===== src/rtl/stateen_pkg.sv =====
package stateen_pkg;
  localparam int unsigned STATEEN_REGS = 4;
  localparam int unsigned STATEEN_W    = 64;
  localparam int unsigned HALF_W       = STATEEN_W / 2;
  localparam int unsigned IDX_W        = $clog2(STATEEN_REGS);
  localparam int unsigned OPEN_BIT     = STATEEN_W - 1;

  localparam logic [1:0] PRIV_U = 2'b00;
  localparam logic [1:0] PRIV_S = 2'b01;
  localparam logic [1:0] PRIV_M = 2'b11;

  typedef enum logic [1:0] {
    TIER_NONE = 2'd0,
    TIER_M    = 2'd1,
    TIER_H    = 2'd2,
    TIER_S    = 2'd3
  } tier_e;

  typedef struct packed {
    tier_e            tier;
    logic             upper;
    logic [IDX_W-1:0] idx;
  } sel_t;

  typedef logic [STATEEN_REGS-1:0][STATEEN_W-1:0] bank_t;
endpackage


===== src/rtl/stateen_addr_decode.sv =====
module stateen_addr_decode
  import stateen_pkg::*;
#(
  parameter int unsigned XLEN = 32
) (
  input  logic [11:0] addr_i,
  output sel_t        sel_o
);
  localparam int unsigned GRP_W = 12 - IDX_W;
  localparam logic [GRP_W-1:0] GRP_M_LO = GRP_W'(12'h30C >> IDX_W);
  localparam logic [GRP_W-1:0] GRP_M_HI = GRP_W'(12'h31C >> IDX_W);
  localparam logic [GRP_W-1:0] GRP_H_LO = GRP_W'(12'h60C >> IDX_W);
  localparam logic [GRP_W-1:0] GRP_H_HI = GRP_W'(12'h61C >> IDX_W);
  localparam logic [GRP_W-1:0] GRP_S_LO = GRP_W'(12'h10C >> IDX_W);
  localparam bit HAS_UPPER = (XLEN == 32);

  logic [GRP_W-1:0] grp;
  assign grp = addr_i[11:IDX_W];

  always_comb begin
    sel_o.tier  = TIER_NONE;
    sel_o.upper = 1'b0;
    sel_o.idx   = addr_i[IDX_W-1:0];
    if (grp == GRP_M_LO) begin
      sel_o.tier = TIER_M;
    end else if (grp == GRP_H_LO) begin
      sel_o.tier = TIER_H;
    end else if (grp == GRP_S_LO) begin
      sel_o.tier = TIER_S;
    end else if (HAS_UPPER && grp == GRP_M_HI) begin
      sel_o.tier  = TIER_M;
      sel_o.upper = 1'b1;
    end else if (HAS_UPPER && grp == GRP_H_HI) begin
      sel_o.tier  = TIER_H;
      sel_o.upper = 1'b1;
    end
  end
endmodule


===== src/rtl/stateen_access_check.sv =====
module stateen_access_check
  import stateen_pkg::*;
(
  input  tier_e                   tier_i,
  input  logic [IDX_W-1:0]        idx_i,
  input  logic                    ext_en_i,
  input  logic [1:0]              priv_i,
  input  logic                    virt_i,
  input  logic [STATEEN_REGS-1:0] m_open_i,
  input  logic [STATEEN_REGS-1:0] h_open_i,
  output logic                    virt_eff_o,
  output logic                    illegal_o,
  output logic                    virtual_o
);
  logic priv_ok;
  logic hit;

  assign hit        = (tier_i != TIER_NONE);
  assign virt_eff_o = virt_i && (priv_i != PRIV_M);

  always_comb begin
    unique case (tier_i)
      TIER_M:  priv_ok = (priv_i == PRIV_M);
      TIER_H:  priv_ok = (priv_i == PRIV_M) || ((priv_i == PRIV_S) && !virt_eff_o);
      TIER_S:  priv_ok = (priv_i == PRIV_M) || (priv_i == PRIV_S);
      default: priv_ok = 1'b0;
    endcase
  end

  // Higher-tier open bit gates the hypervisor and supervisor tiers.
  assign illegal_o = hit && (!ext_en_i || !priv_ok ||
                     ((tier_i != TIER_M) && !m_open_i[idx_i]));
  assign virtual_o = hit && !illegal_o && (tier_i == TIER_S) &&
                     virt_eff_o && !h_open_i[idx_i];
endmodule


===== src/rtl/stateen_bank.sv =====
module stateen_bank
  import stateen_pkg::*;
#(
  parameter int unsigned          XLEN    = 32,
  parameter logic [STATEEN_W-1:0] WR_MASK = 64'h8000_0000_0000_0000
) (
  input  logic            clk_i,
  input  logic            rst_ni,
  input  sel_t            sel_i,
  input  logic            virt_eff_i,
  input  logic            commit_i,
  input  logic [XLEN-1:0] wdata_i,
  output logic [XLEN-1:0] rdata_o,
  output bank_t           m_q,
  output bank_t           h_q,
  output bank_t           s_q
);
  bank_t m_d, h_d, s_d;
  logic [STATEEN_W-1:0] cur, vis, mask, gate_s, wfull, upd;
  logic wr_en;

  always_comb begin
    gate_s = m_q[sel_i.idx] & (virt_eff_i ? h_q[sel_i.idx] : '1);
    cur    = '0;
    vis    = '0;
    mask   = '0;
    unique case (sel_i.tier)
      TIER_M: begin
        cur  = m_q[sel_i.idx];
        vis  = cur;
        mask = WR_MASK;
      end
      TIER_H: begin
        cur  = h_q[sel_i.idx];
        vis  = cur & m_q[sel_i.idx];
        mask = WR_MASK & m_q[sel_i.idx];
      end
      TIER_S: begin
        cur  = s_q[sel_i.idx];
        vis  = cur & gate_s;
        mask = WR_MASK & gate_s;
      end
      default: ;
    endcase
  end

  generate
    if (XLEN == 32) begin : g_half
      assign wfull   = sel_i.upper ? {wdata_i, cur[HALF_W-1:0]}
                                   : {cur[STATEEN_W-1:HALF_W], wdata_i};
      assign rdata_o = sel_i.upper ? vis[STATEEN_W-1:HALF_W] : vis[HALF_W-1:0];
    end else begin : g_full
      assign wfull   = STATEEN_W'(wdata_i);
      assign rdata_o = vis[XLEN-1:0];
    end
  endgenerate

  assign upd   = (cur & ~mask) | (wfull & mask);
  assign wr_en = commit_i;

  always_comb begin
    m_d = m_q;
    h_d = h_q;
    s_d = s_q;
    unique case (sel_i.tier)
      TIER_M:  m_d[sel_i.idx] = upd;
      TIER_H:  h_d[sel_i.idx] = upd;
      TIER_S:  s_d[sel_i.idx] = upd;
      default: ;
    endcase
  end

  always_ff @(posedge clk_i or negedge rst_ni) begin
    if (!rst_ni) begin
      m_q <= '0;
      h_q <= '0;
      s_q <= '0;
    end else if (wr_en) begin
      m_q <= m_d;
      h_q <= h_d;
      s_q <= s_d;
    end
  end
endmodule


===== src/rtl/stateen_csr_file.sv =====
module stateen_csr_file
  import stateen_pkg::*;
#(
  parameter int unsigned          XLEN    = 32,
  parameter logic [STATEEN_W-1:0] WR_MASK = 64'h8000_0000_0000_0000
) (
  input  logic            clk_i,
  input  logic            rst_ni,
  input  logic            ext_en_i,
  input  logic [1:0]      priv_i,
  input  logic            virt_i,
  input  logic            req_valid_i,
  input  logic            req_we_i,
  input  logic [11:0]     req_addr_i,
  input  logic [XLEN-1:0] req_wdata_i,
  output logic            rsp_hit_o,
  output logic [XLEN-1:0] rsp_rdata_o,
  output logic            rsp_illegal_o,
  output logic            rsp_virtual_o
);
  sel_t                    sel;
  logic                    virt_eff, illegal, virtual_f, access_ok;
  logic [XLEN-1:0]         rdata_raw;
  logic [STATEEN_REGS-1:0] m_open, h_open;
  bank_t                   bank_m, bank_h, bank_s;

  stateen_addr_decode #(.XLEN(XLEN)) u_decode (
    .addr_i (req_addr_i),
    .sel_o  (sel)
  );

  generate
    for (genvar i = 0; i < STATEEN_REGS; i++) begin : g_open
      assign m_open[i] = bank_m[i][OPEN_BIT];
      assign h_open[i] = bank_h[i][OPEN_BIT];
    end
  endgenerate

  stateen_access_check u_check (
    .tier_i     (sel.tier),
    .idx_i      (sel.idx),
    .ext_en_i   (ext_en_i),
    .priv_i     (priv_i),
    .virt_i     (virt_i),
    .m_open_i   (m_open),
    .h_open_i   (h_open),
    .virt_eff_o (virt_eff),
    .illegal_o  (illegal),
    .virtual_o  (virtual_f)
  );

  assign access_ok = req_valid_i && (sel.tier != TIER_NONE) && !illegal && !virtual_f;

  stateen_bank #(.XLEN(XLEN), .WR_MASK(WR_MASK)) u_bank (
    .clk_i      (clk_i),
    .rst_ni     (rst_ni),
    .sel_i      (sel),
    .virt_eff_i (virt_eff),
    .commit_i   (access_ok && req_we_i),
    .wdata_i    (req_wdata_i),
    .rdata_o    (rdata_raw),
    .m_q        (bank_m),
    .h_q        (bank_h),
    .s_q        (bank_s)
  );

  assign rsp_hit_o     = req_valid_i && (sel.tier != TIER_NONE);
  assign rsp_illegal_o = req_valid_i && illegal;
  assign rsp_virtual_o = req_valid_i && virtual_f;
  assign rsp_rdata_o   = access_ok ? rdata_raw : '0;
endmodule


===== config.mk =====
export PLATFORM = sky130hd
export DESIGN_NAME = stateen_csr_file
export DESIGN_NICKNAME = d
export VERILOG_FILES = /design/src/rtl/stateen_pkg.sv /design/src/rtl/stateen_addr_decode.sv /design/src/rtl/stateen_access_check.sv /design/src/rtl/stateen_bank.sv /design/src/rtl/stateen_csr_file.sv
export SDC_FILE = /design/constraint.sdc
export NUM_CORES = 1
export LEC_CHECK = 0
export ABC_AREA = 1
export BUFFER_PORTS_ARGS = -buffer_cell sky130_fd_sc_hd__buf_2
export CORE_MARGIN = 2
export CORE_UTILIZATION = 56
export DETAILED_ROUTE_END_ITERATION = 6
export PLACE_DENSITY = 0.76
export SYNTH_ARGS = -nofsm -noshare
export SYNTH_HDL_FRONTEND = slang
export SYNTH_SLANG_ARGS = --single-unit

===== constraint.sdc =====
create_clock -name clk_i -period 1.9 [get_ports clk_i]
set_clock_uncertainty 0.15 [all_clocks]
set_input_delay 0.285 -clock clk_i [delete_from_list [all_inputs] [get_ports clk_i]]
set_output_delay 0.285 -clock clk_i [all_outputs]
set_load 0.05 [all_outputs]

==> impl_metrics.yaml, run 1 <==
grt:
  grt_usage_pct: 25.6
  grt_pass1_vias: 19100
  grt_max_degree: 96
  overflow: 0
  antenna_found_initial: 0
  grt_pass1_wl_mm: 107
worst_setup_path:
  startpoint_type: "flop"
  cp.required_ns: 1.46
  crit_family: "simple AND/OR/NAND/NOR gates"
  rr_worst_depth: 15
  crit_arrival_ns: 2.50
  critical_path_class: "flop to output port"
  slowest_delay_ns: 0.36
  cp.depth: 13
  crit_slowest_cell: "dfrtp_1"
  worstPathMaxFanout: 7
  end_kind: "output port"
  worst-path-buf-inv: 5
  critical_path.cell_chain: "inv_2 -> o21ai_2 -> nand2_1 -> nand2_2 -> inv_2 -> a21oi_4 -> nand2_2 -> nor2_4 -> buf_12 -> buf_12 -> nand2_4 -> nor2_4 -> buf_8"
yosys:
  synthTopCellsByArea: "dfrtp_1, clkbuf_1, nand2_1, a22oi_1, nand3_1"
  synth_most_common_cell: "clkbuf_1"
  yosysTopAreaCell: "dfrtp_1"
  synth_edf_count: 0
  yosysWarnings: 0
  synth_area_sq_um: 29300
  synth_area_per_cell_sq_um: 9.90
  syn_nets: 3012
  synth_ff_type: "dfrtp_1"
  seq_area_frac_synth_pct: 65.6
  ys_ff_latch: 768
  synth_top_area_share_pct: 65.6
  ys_async_sr_fraction_pct: 100
  synth.top_cells.by_count: "clkbuf_1, dfrtp_1, nand2_1, nand3_1, a22oi_1"
  netlist_instances: 2960
  ys_types: 39
run:
  maxCapViolCount: 0
die:
  start_util_pct: 56.9
  io_pins: 87
  die_x_microns: 233
  die_h_microns: 233
  dieArea_sq_um: 54200
  core_area_sq_um: 51500
  row_count: 83
finish:
  layoutNonFillerInstCount: 3198
  drive_gt1_share_pct: 23.0
  antenna_cells: 0
  area_growth_pct: 12.9
  nets: 2512
  post-route-util_pct: 64.2
outcome:
  status: "complete, but fails checks"
  failed_checks: "setup timing"
route:
  num_vias: 17500
  routedWlPerCell_microns: 20.7
  drc: 0
  firstDrtPassIters: 7
  ant_nets: 0
  wl_mm: 66.2
  dr.first_iter.drc_count: 1586
  vias_per_cell: 5.47
placement:
  dpl.cell_count: 3039
  numPortBuffers: 55
  place_congestion: 0.878
  dpl.hpwl_mm: 41.7
cts:
  cts_root_buf: "clkbuf_16"
  h-tree-depth: 3
  clock_latency_ns: 0.62
  clockBufferDepth: 3
  cts_made_buffers: 75
  cts_tree: "done"
  cts.sink_count: 768
  clk_pin_slew_ns: 0.06
sta:
  slew_headroom_pct: 63.8
  rsz0062_at_grt: "yes"
  hold_viol: 0
  whs_ns: 0.0381
  setup_violations: 43
  setup_ws_ns: -1.03
  period_needed_ns: 2.93
  fin_crit_sh_pct: 154
  fmax_ghz: 0.341
  worst_pin_slew_ns: 0.543
  maxSlewViolCount: 0
power:
  ir_drop_uv: 838
  p_leak_uw: 0.0163
  power_density_nw_per_um2: 1010
min_path:
  hp-class: "primary input to async pin"
==> registers in the layout, indices dropped and copies added, names as in the netlist <==
signal	count
u_bank.m_q	256
u_bank.h_q	256
u_bank.s_q	256
==> cells in the final DEF, fill, tap and decap left out, types with 12 or more instances in the layout <==
cell	n
dfrtp_1	768
nand2_1	453
buf_4	183
a22oi_1	109
nand3_1	108
nor2_1	90
clkbuf_16	78
o22ai_1	66
o21ai_0	66
buf_12	56
inv_1	52
or2_2	48
nand4_1	45
a21oi_1	43
o211ai_1	39
buf_6	34
a21oi_4	25
nor2_4	24
o221ai_1	17
clkinv_2	16
buf_8	14
nand2_4	13
clkbuf_1	13
a31oi_1	12
clkbuf_8	12
buf_2	12
==> worst paths after layout <==
check,from,to,slack (ns)
worst max-delay path,u_bank.m_q[191],rsp_rdata_o[18],-1.03
worst min register to register,u_bank.s_q[38],u_bank.s_q[38],0.22
min in group clk_i,u_bank.s_q[38],u_bank.s_q[38],0.22
max in group asynchronous,rst_ni,u_bank.s_q[193],0.73
worst min-delay path,rst_ni,u_bank.h_q[19],0.04
worst max register to register,u_bank.m_q[191],u_bank.h_q[191],-0.38
==> per-layer routing <==
layer  global-route usage (%)  vias to the layer above  wire length [microns]
met2                     38.2                      669                  29900
met1                     37.0                     8533                  29300
met3                     5.49                      182                   4540
met4                     10.2                        0                   2430
li1                         -                     8102                      -
met5                        0                        -                      0
==> stage by stage <==
step | total power [uW] | setup WS [ns] | TNS, ns | instance area [sq um]
detailed placement | 18100 | -0.888 | -31.33 | 29800
global placement | 18100 | -0.799 | -28.84 | 29800
finish | 33300 | -1.03 | -34.87 | 33100
global route | 34300 | -1.09 | -37.35 | 33100
CTS | 33400 | -0.895 | -29.54 | 32900
floorplan | 17200 | -0.416 | -10.87 | 29900
==> repair_timing <==
item / CTS / global route
gates resized for setup: 101 / 38
hold buffers: 2 / 0
buffers inserted: 10 / 14
cloned: 1 / 0
pin swaps: 15 / 25
endpoints found under the setup margin: 43 / 43
hold endpoints to repair: 536 / 0
==> layout make-up <==
class                   count  area (sq um)
well taps                 680           851
repair buffers            301          3170
clock buffers             103          2170
clock inverters            32           409
fillers                  3526         18400
inverters                  69           290
flip-flops and latches    768         19200
multi-input cells        1245          6980
==> power breakdown <==
group / total [uW] / internal [uW] / switching [uW]
combinational: 1500 / 511 / 990
clock: 15500 / 9110 / 6360
sequential: 16400 / 16400 / 0.00000000000269
==> kinds of logic after synthesis <==
logic type	synth area share [%]
compound gates	9.65
buf+inv	12.6
flops	65.6
simple gates	12.2
(Power assumes the default switching activity.)
==> inputs of run 2 (changes only) <==
Settings changed: ABC_AREA 1 to default.
==> impl_metrics.yaml, run 2 <==
die:
  io_pins: 87
  core_area_sq_um: 51300
  die_x_microns: 232
  dieArea_sq_um: 53800
  die_h_microns: 232
  start_util_pct: 56.7
  row_count: 83
worst_setup_path:
  end_kind: "output port"
  startpoint_type: "primary input"
  timing.reg2reg.setup_slack_ns: -0.41
  crit_arrival_ns: 2.47
  crit_slowest_cell: "or3_4"
  worstPathMaxFanout: 9
  worst_path_most_repeated_cell: "buf_12"
  worst-path-buf-inv: 6
  crit_family: "buffers and inverters"
  critical_path_class: "primary input to output port"
  cp.required_ns: 1.46
  critical_path.cell_chain: "buf_6 -> or3_4 -> buf_8 -> nor4_4 -> buf_4 -> buf_12 -> buf_12 -> o2111ai_2 -> a211oi_4 -> buf_12"
  slowest_delay_ns: 0.45
route:
  ant_nets: 0
  dr.first_iter.drc_count: 898
  routedWlPerCell_microns: 23.7
  num_vias: 13000
  wl_mm: 56.0
  firstDrtPassIters: 5
  vias_per_cell: 5.49
  drc: 0
yosys:
  seq_area_frac_synth_pct: 66.1
  yosysWarnings: 0
  ys_ff_latch: 768
  synth_top_area_share_pct: 66.1
  ys_types: 58
  netlist_instances: 2101
  ys_async_sr_fraction_pct: 100
  synth_ff_type: "dfrtp_1"
  synth_area_sq_um: 29100
  syn_nets: 2153
  synth_edf_count: 0
  synth_most_common_cell: "clkbuf_1"
  yosysTopAreaCell: "dfrtp_1"
  synth.top_cells.by_count: "clkbuf_1, dfrtp_1, mux4_2, a221o_1, o2111ai_1"
  synth_area_per_cell_sq_um: 13.8
  synthTopCellsByArea: "dfrtp_1, mux4_2, clkbuf_1, a221o_1, o2111ai_1"
placement:
  place_area_sq_um: 30100
  place_congestion: 0.753
  numPortBuffers: 55
  dpl.hpwl_mm: 33.2
sta:
  setup_violations: 43
  setup_ws_ns: -1.00
  period_needed_ns: 2.90
  rsz0062_at_grt: "yes"
  worst_pin_slew_ns: 0.621
  hold_viol: 1
  whs_ns: -0.0197
  slew_headroom_pct: 58.1
  maxSlewViolCount: 0
  fmax_ghz: 0.345
  fin_crit_sh_pct: 153
cts:
  cts.sink_count: 768
  clk_pin_slew_ns: 0.06
  h-tree-depth: 3
  clockBufferDepth: 3
  cts_root_buf: "clkbuf_16"
  cts_tree: "done"
  clock_latency_ns: 0.61
  cts_made_buffers: 73
grt:
  grt_max_degree: 122
  grt_usage_pct: 22.0
  grt_pass1_vias: 15200
  grt_pass1_wl_mm: 89.2
  overflow: 0
  antenna_found_initial: 0
finish:
  nets: 1682
  final_common_cell: "dfrtp_1"
  area_growth_pct: 15.7
  fill_cells: 3199
  post-route-util_pct: 65.6
  top_regs: "u_bank.h_q (256), u_bank.m_q (256), u_bank.s_q (256)"
  antenna_cells: 0
  stdcell_area_sq_um: 33600
  drive_gt1_share_pct: 43.2
  final_cell_mix: "dfrtp_1, mux4_2, buf_4"
run:
  maxCapViolCount: 0
outcome:
  failed_checks: "hold timing, setup timing"
  status: "complete, but fails checks"
power:
  p_leak_uw: 0.0156
  ir_drop_uv: 741
  power_density_nw_per_um2: 956
min_path:
  hp-class: "primary input to async pin"
## run 2: cell count changes in the layout (fill, tap and decap cells not counted), moves of 33 or more
cell,before,now
a21oi_1,43,5
a221o_1,0,41
a22oi_1,109,0
buf_4,183,150
inv_1,52,10
mux4_2,0,192
nand2_1,453,26
nand3_1,108,2
nand4_1,45,2
nor2_1,90,9
o21ai_0,66,2
o22ai_1,66,0
or2_2,48,8
## run 2: logic make-up after synthesis
kind of cell | after synthesis | synth area share (%)
multiplexers | 200 | 15.1
AO/OA/AOI/OAI | 175 | 5.02
XOR/XNOR | 2 | 0.0602
AND/OR/NAND/NOR | 99 | 2.22
flip-flops | 768 | 66.1
buffers and inverters | 857 | 11.5
## run 2: metrics by stage
| step | cells | setup WS (ns) | setup TNS, ns | power (uW) |
|---|---|---|---|---|
| finish | 2361 | -1.00 | -35.19 | 32200 |
| CTS | 2348 | -0.996 | -33.16 | 32400 |
| floorplan | 2101 | -0.913 | -32.07 | 17100 |
| global placement | 2190 | -1.02 | -36.69 | 17900 |
| detailed placement | 2190 | -1.05 | -37.81 | 17900 |
| global route | 2361 | -1.08 | -38.60 | 33200 |
## run 2: what timing repair did
action | in CTS | in global routing
pin swaps | 35 | 40
setup endpoints to repair | 43 | 58
buffers inserted | 23 | 23
resized for setup | 117 | 31
gates cloned | 6 | 2
hold endpoints to repair | 605 | 0
hold buffers | 3 | 0
## run 2: worst paths after layout
path / startpoint / endpoint / cells after the start
max in group asynchronous: rst_ni / u_bank.m_q[128] / 3
worst min-delay path: rst_ni / u_bank.h_q[56] / 2
worst min register to register: u_bank.h_q[136] / u_bank.h_q[136] / 0
worst max register to register: u_bank.h_q[191] / u_bank.m_q[191] / 8
min in group clk_i: req_wdata_i[31] / u_bank.h_q[63] / 4
worst max-delay path: req_addr_i[6] / rsp_rdata_o[2] / 10
## run 2: layout make-up
type / instances / area [sq um] / area share [%]
sequential: 768 / 19200 / 57.1
tap: 680 / 851 / 2.53
inverter: 12 / 47.5 / 0.141
multi-input combinational: 476 / 7640 / 22.7
timing repair buffer: 299 / 3520 / 10.5
clock buffer: 105 / 2150 / 6.39
clock inverter: 21 / 229 / 0.680
## run 2: worst register-to-register path, cell delays in order, from the launching register on
cell and delay [ns]:
dfrtp_1 0.39, mux4_2 0.53, buf_6 0.15, a32oi_2 0.19
buf_4 0.15, buf_6 0.11, o22ai_4 0.08, a211oi_4 0.30
mux2i_1 0.13
## run 2: where the power goes
part           internal, uW  switching (uW)  total (uW)
registers             16400      0.00000630       16400
logic                   499             762        1260
clock network          8420            6140       14600
total                 25300            6900       32200
## run 2: layer usage
metal | global-route usage [%] | vias up | part of all wire [%]
li1 | - | 5775 | -
met5 | 0 | - | 0
met3 | 4.37 | 108 | 4.8
met1 | 32.5 | 6769 | 44
met2 | 33.5 | 299 | 48
met4 | 7.11 | 0 | 2.8
==> inputs of run 3 (changes only) <==
Settings changed: CORE_ASPECT_RATIO from default to 1.1.
==> impl_metrics.yaml, run 3 (synthesized netlist as in run 2, its figures left out) <==
die:
  die_x_microns: 221
  io_pins: 87
  start_util_pct: 56.7
  dieArea_sq_um: 53800
  die_h_microns: 243
  core_area_sq_um: 51300
  row_count: 87
outcome:
  failed_checks: "setup timing"
  status: "complete, but fails checks"
finish:
  nets: 1672
  top_regs: "u_bank.h_q (256), u_bank.m_q (256), u_bank.s_q (256)"
  final_common_cell: "dfrtp_1"
  drive_gt1_share_pct: 42.1
  area_growth_pct: 15.4
  stdcell_area_sq_um: 33500
  final_cell_mix: "dfrtp_1, mux4_2, buf_4"
sta:
  setup_ws_ns: -1.02
  period_needed_ns: 2.92
  hold_viol: 0
  slew_headroom_pct: 68.1
  maxSlewViolCount: 0
  fin_crit_sh_pct: 154
  rsz0062_at_grt: "yes"
  fin_tns_setup_ns: -33.09
  worst_pin_slew_ns: 0.475
  setup_violations: 43
  fmax_ghz: 0.343
  whs_ns: 0.0257
power:
  totalPowerFinal_uw: 32900
  switching_share_pct: 20.8
  clkPwrFrac_pct: 46.5
  ir_drop_uv: 1160
  power_density_nw_per_um2: 980
  combPwrFrac_pct: 3.8
  p_sw_uw: 6840
  p_leak_uw: 0.0156
  p_int_uw: 26000
  sequentialPowerShare_pct: 49.8
worst_setup_path:
  rr_startpoint: "u_bank.h_q[255]"
  critical_path_class: "primary input to output port"
  end_kind: "output port"
  cp.required_ns: 1.46
  startpoint_type: "primary input"
  r2r_end: "u_bank.m_q[63]"
  timing.reg2reg.setup_slack_ns: -0.18
  rr_worst_depth: 7
  worstPathMaxFanout: 7
  crit_arrival_ns: 2.48
placement:
  dpl.hpwl_mm: 33.7
  numPortBuffers: 55
  place_congestion: 0.812
  pre_cts_ws_ns: -1.06
  place_area_sq_um: 30400
route:
  routedWlPerCell_microns: 22.2
  wl_mm: 51.9
  drc: 0
  dr.first_iter.drc_count: 872
  vias_per_cell: 5.38
  num_vias: 12600
  firstDrtPassIters: 4
  ant_nets: 0
grt:
  grt_max_degree: 85
  grt_pass1_wl_mm: 85.4
  antenna_found_initial: 1
  grt_pass1_vias: 15000
  grt_usage_pct: 20.4
  overflow: 0
cts:
  cts_root_buf: "clkbuf_16"
  clock_latency_ns: 0.60
  clk_pin_slew_ns: 0.05
  cts.sink_count: 768
  cts_tree: "done"
  h-tree-depth: 3
  clockBufferDepth: 3
  cts_made_buffers: 76
min_path:
  hp-class: "primary input to async pin"
run:
  maxCapViolCount: 0
[run 3: cell types whose count changed in the layout (fill, tap and decap cells not counted), sizes merged]
cell / previous run / this run
bufbuf: 1 / 0
clkinv: 10 / 11
buf: 293 / 281
bufinv: 4 / 7
diode: 0 / 1
clkinvlp: 2 / 5
inv: 17 / 12
[run 3: cell type report]
type | count | area [sq um]
Tap cell | 667 | 835
Multi-Input combinational cell | 476 | 7500
Inverter | 12 | 47.5
Clock inverter | 23 | 303
Fill cell | 3124 | 17700
Timing Repair Buffer | 286 | 3400
Antenna cell | 1 | 2.50
Clock buffer | 105 | 2250
Sequential cell | 768 | 19200
[run 3: power groups by stage]
stage,combinational (uW),sequential (uW),clock (uW)
6_report,1250,16400,15300
3_5_place_dp,1250,16700,0
2_1_floorplan,478,16700,0
5_1_grt,1380,16300,16200
4_1_cts,1280,16400,15500
3_3_place_gp,1220,16700,0
[run 3: how the worst max path moves through the flow]
stage | slack [ns] | from | end | depth (start not counted)
4_1_cts | -1.01 | u_bank.h_q[255] | rsp_rdata_o[5] | 6
3_3_place_gp | -1.00 | req_addr_i[5] | rsp_rdata_o[11] | 9
3_5_place_dp | -1.06 | req_addr_i[5] | rsp_rdata_o[11] | 9
5_1_grt | -1.07 | req_addr_i[5] | rsp_rdata_o[4] | 10
2_1_floorplan | -0.91 | req_addr_i[5] | rsp_rdata_o[21] | 8
6_report | -1.02 | req_addr_i[5] | rsp_rdata_o[31] | 11
[run 3: metrics by stage]
| step | util [%] | cells |
|---|---|---|
| finish | 65.4 | 2338 |
| global route | 65.4 | 2338 |
| CTS | 65.1 | 2330 |
| detailed placement | 59.2 | 2190 |
| global placement | 59.2 | 2190 |
| floorplan | - | 2101 |
[run 3: metal layers]
layer  up-vias  GRT usage [%]  wire length [microns]
met4         0           7.48                   1530
met2       219           30.9                  24800
met3        99           4.22                   1950
met5         -              0                      0
met1      6502           29.9                  23600
li1       5768              -                      -
[run 3: timing repair]
| item | 4_1_cts | 5_1_grt |
|---|---|---|
| resized for setup | 88 | 19 |
| endpoints found under the setup margin | 43 | 43 |
| buffers inserted | 10 | 6 |
| hold endpoints to repair | 673 | 0 |
| pin swaps | 47 | 35 |
| hold buffers | 2 | 0 |
| gates cloned | 1 | 2 |
[run 3: worst max-delay path, cell delays in order]
cell and delay [ns]:
buf_6 0.09, or3_4 0.45, buf_6 0.17, nor4b_4 0.22, buf_6 0.17, buf_12 0.12, buf_4 0.10, a221o_1 0.13
o2111ai_1 0.18, a211oi_4 0.37, buf_12 0.18
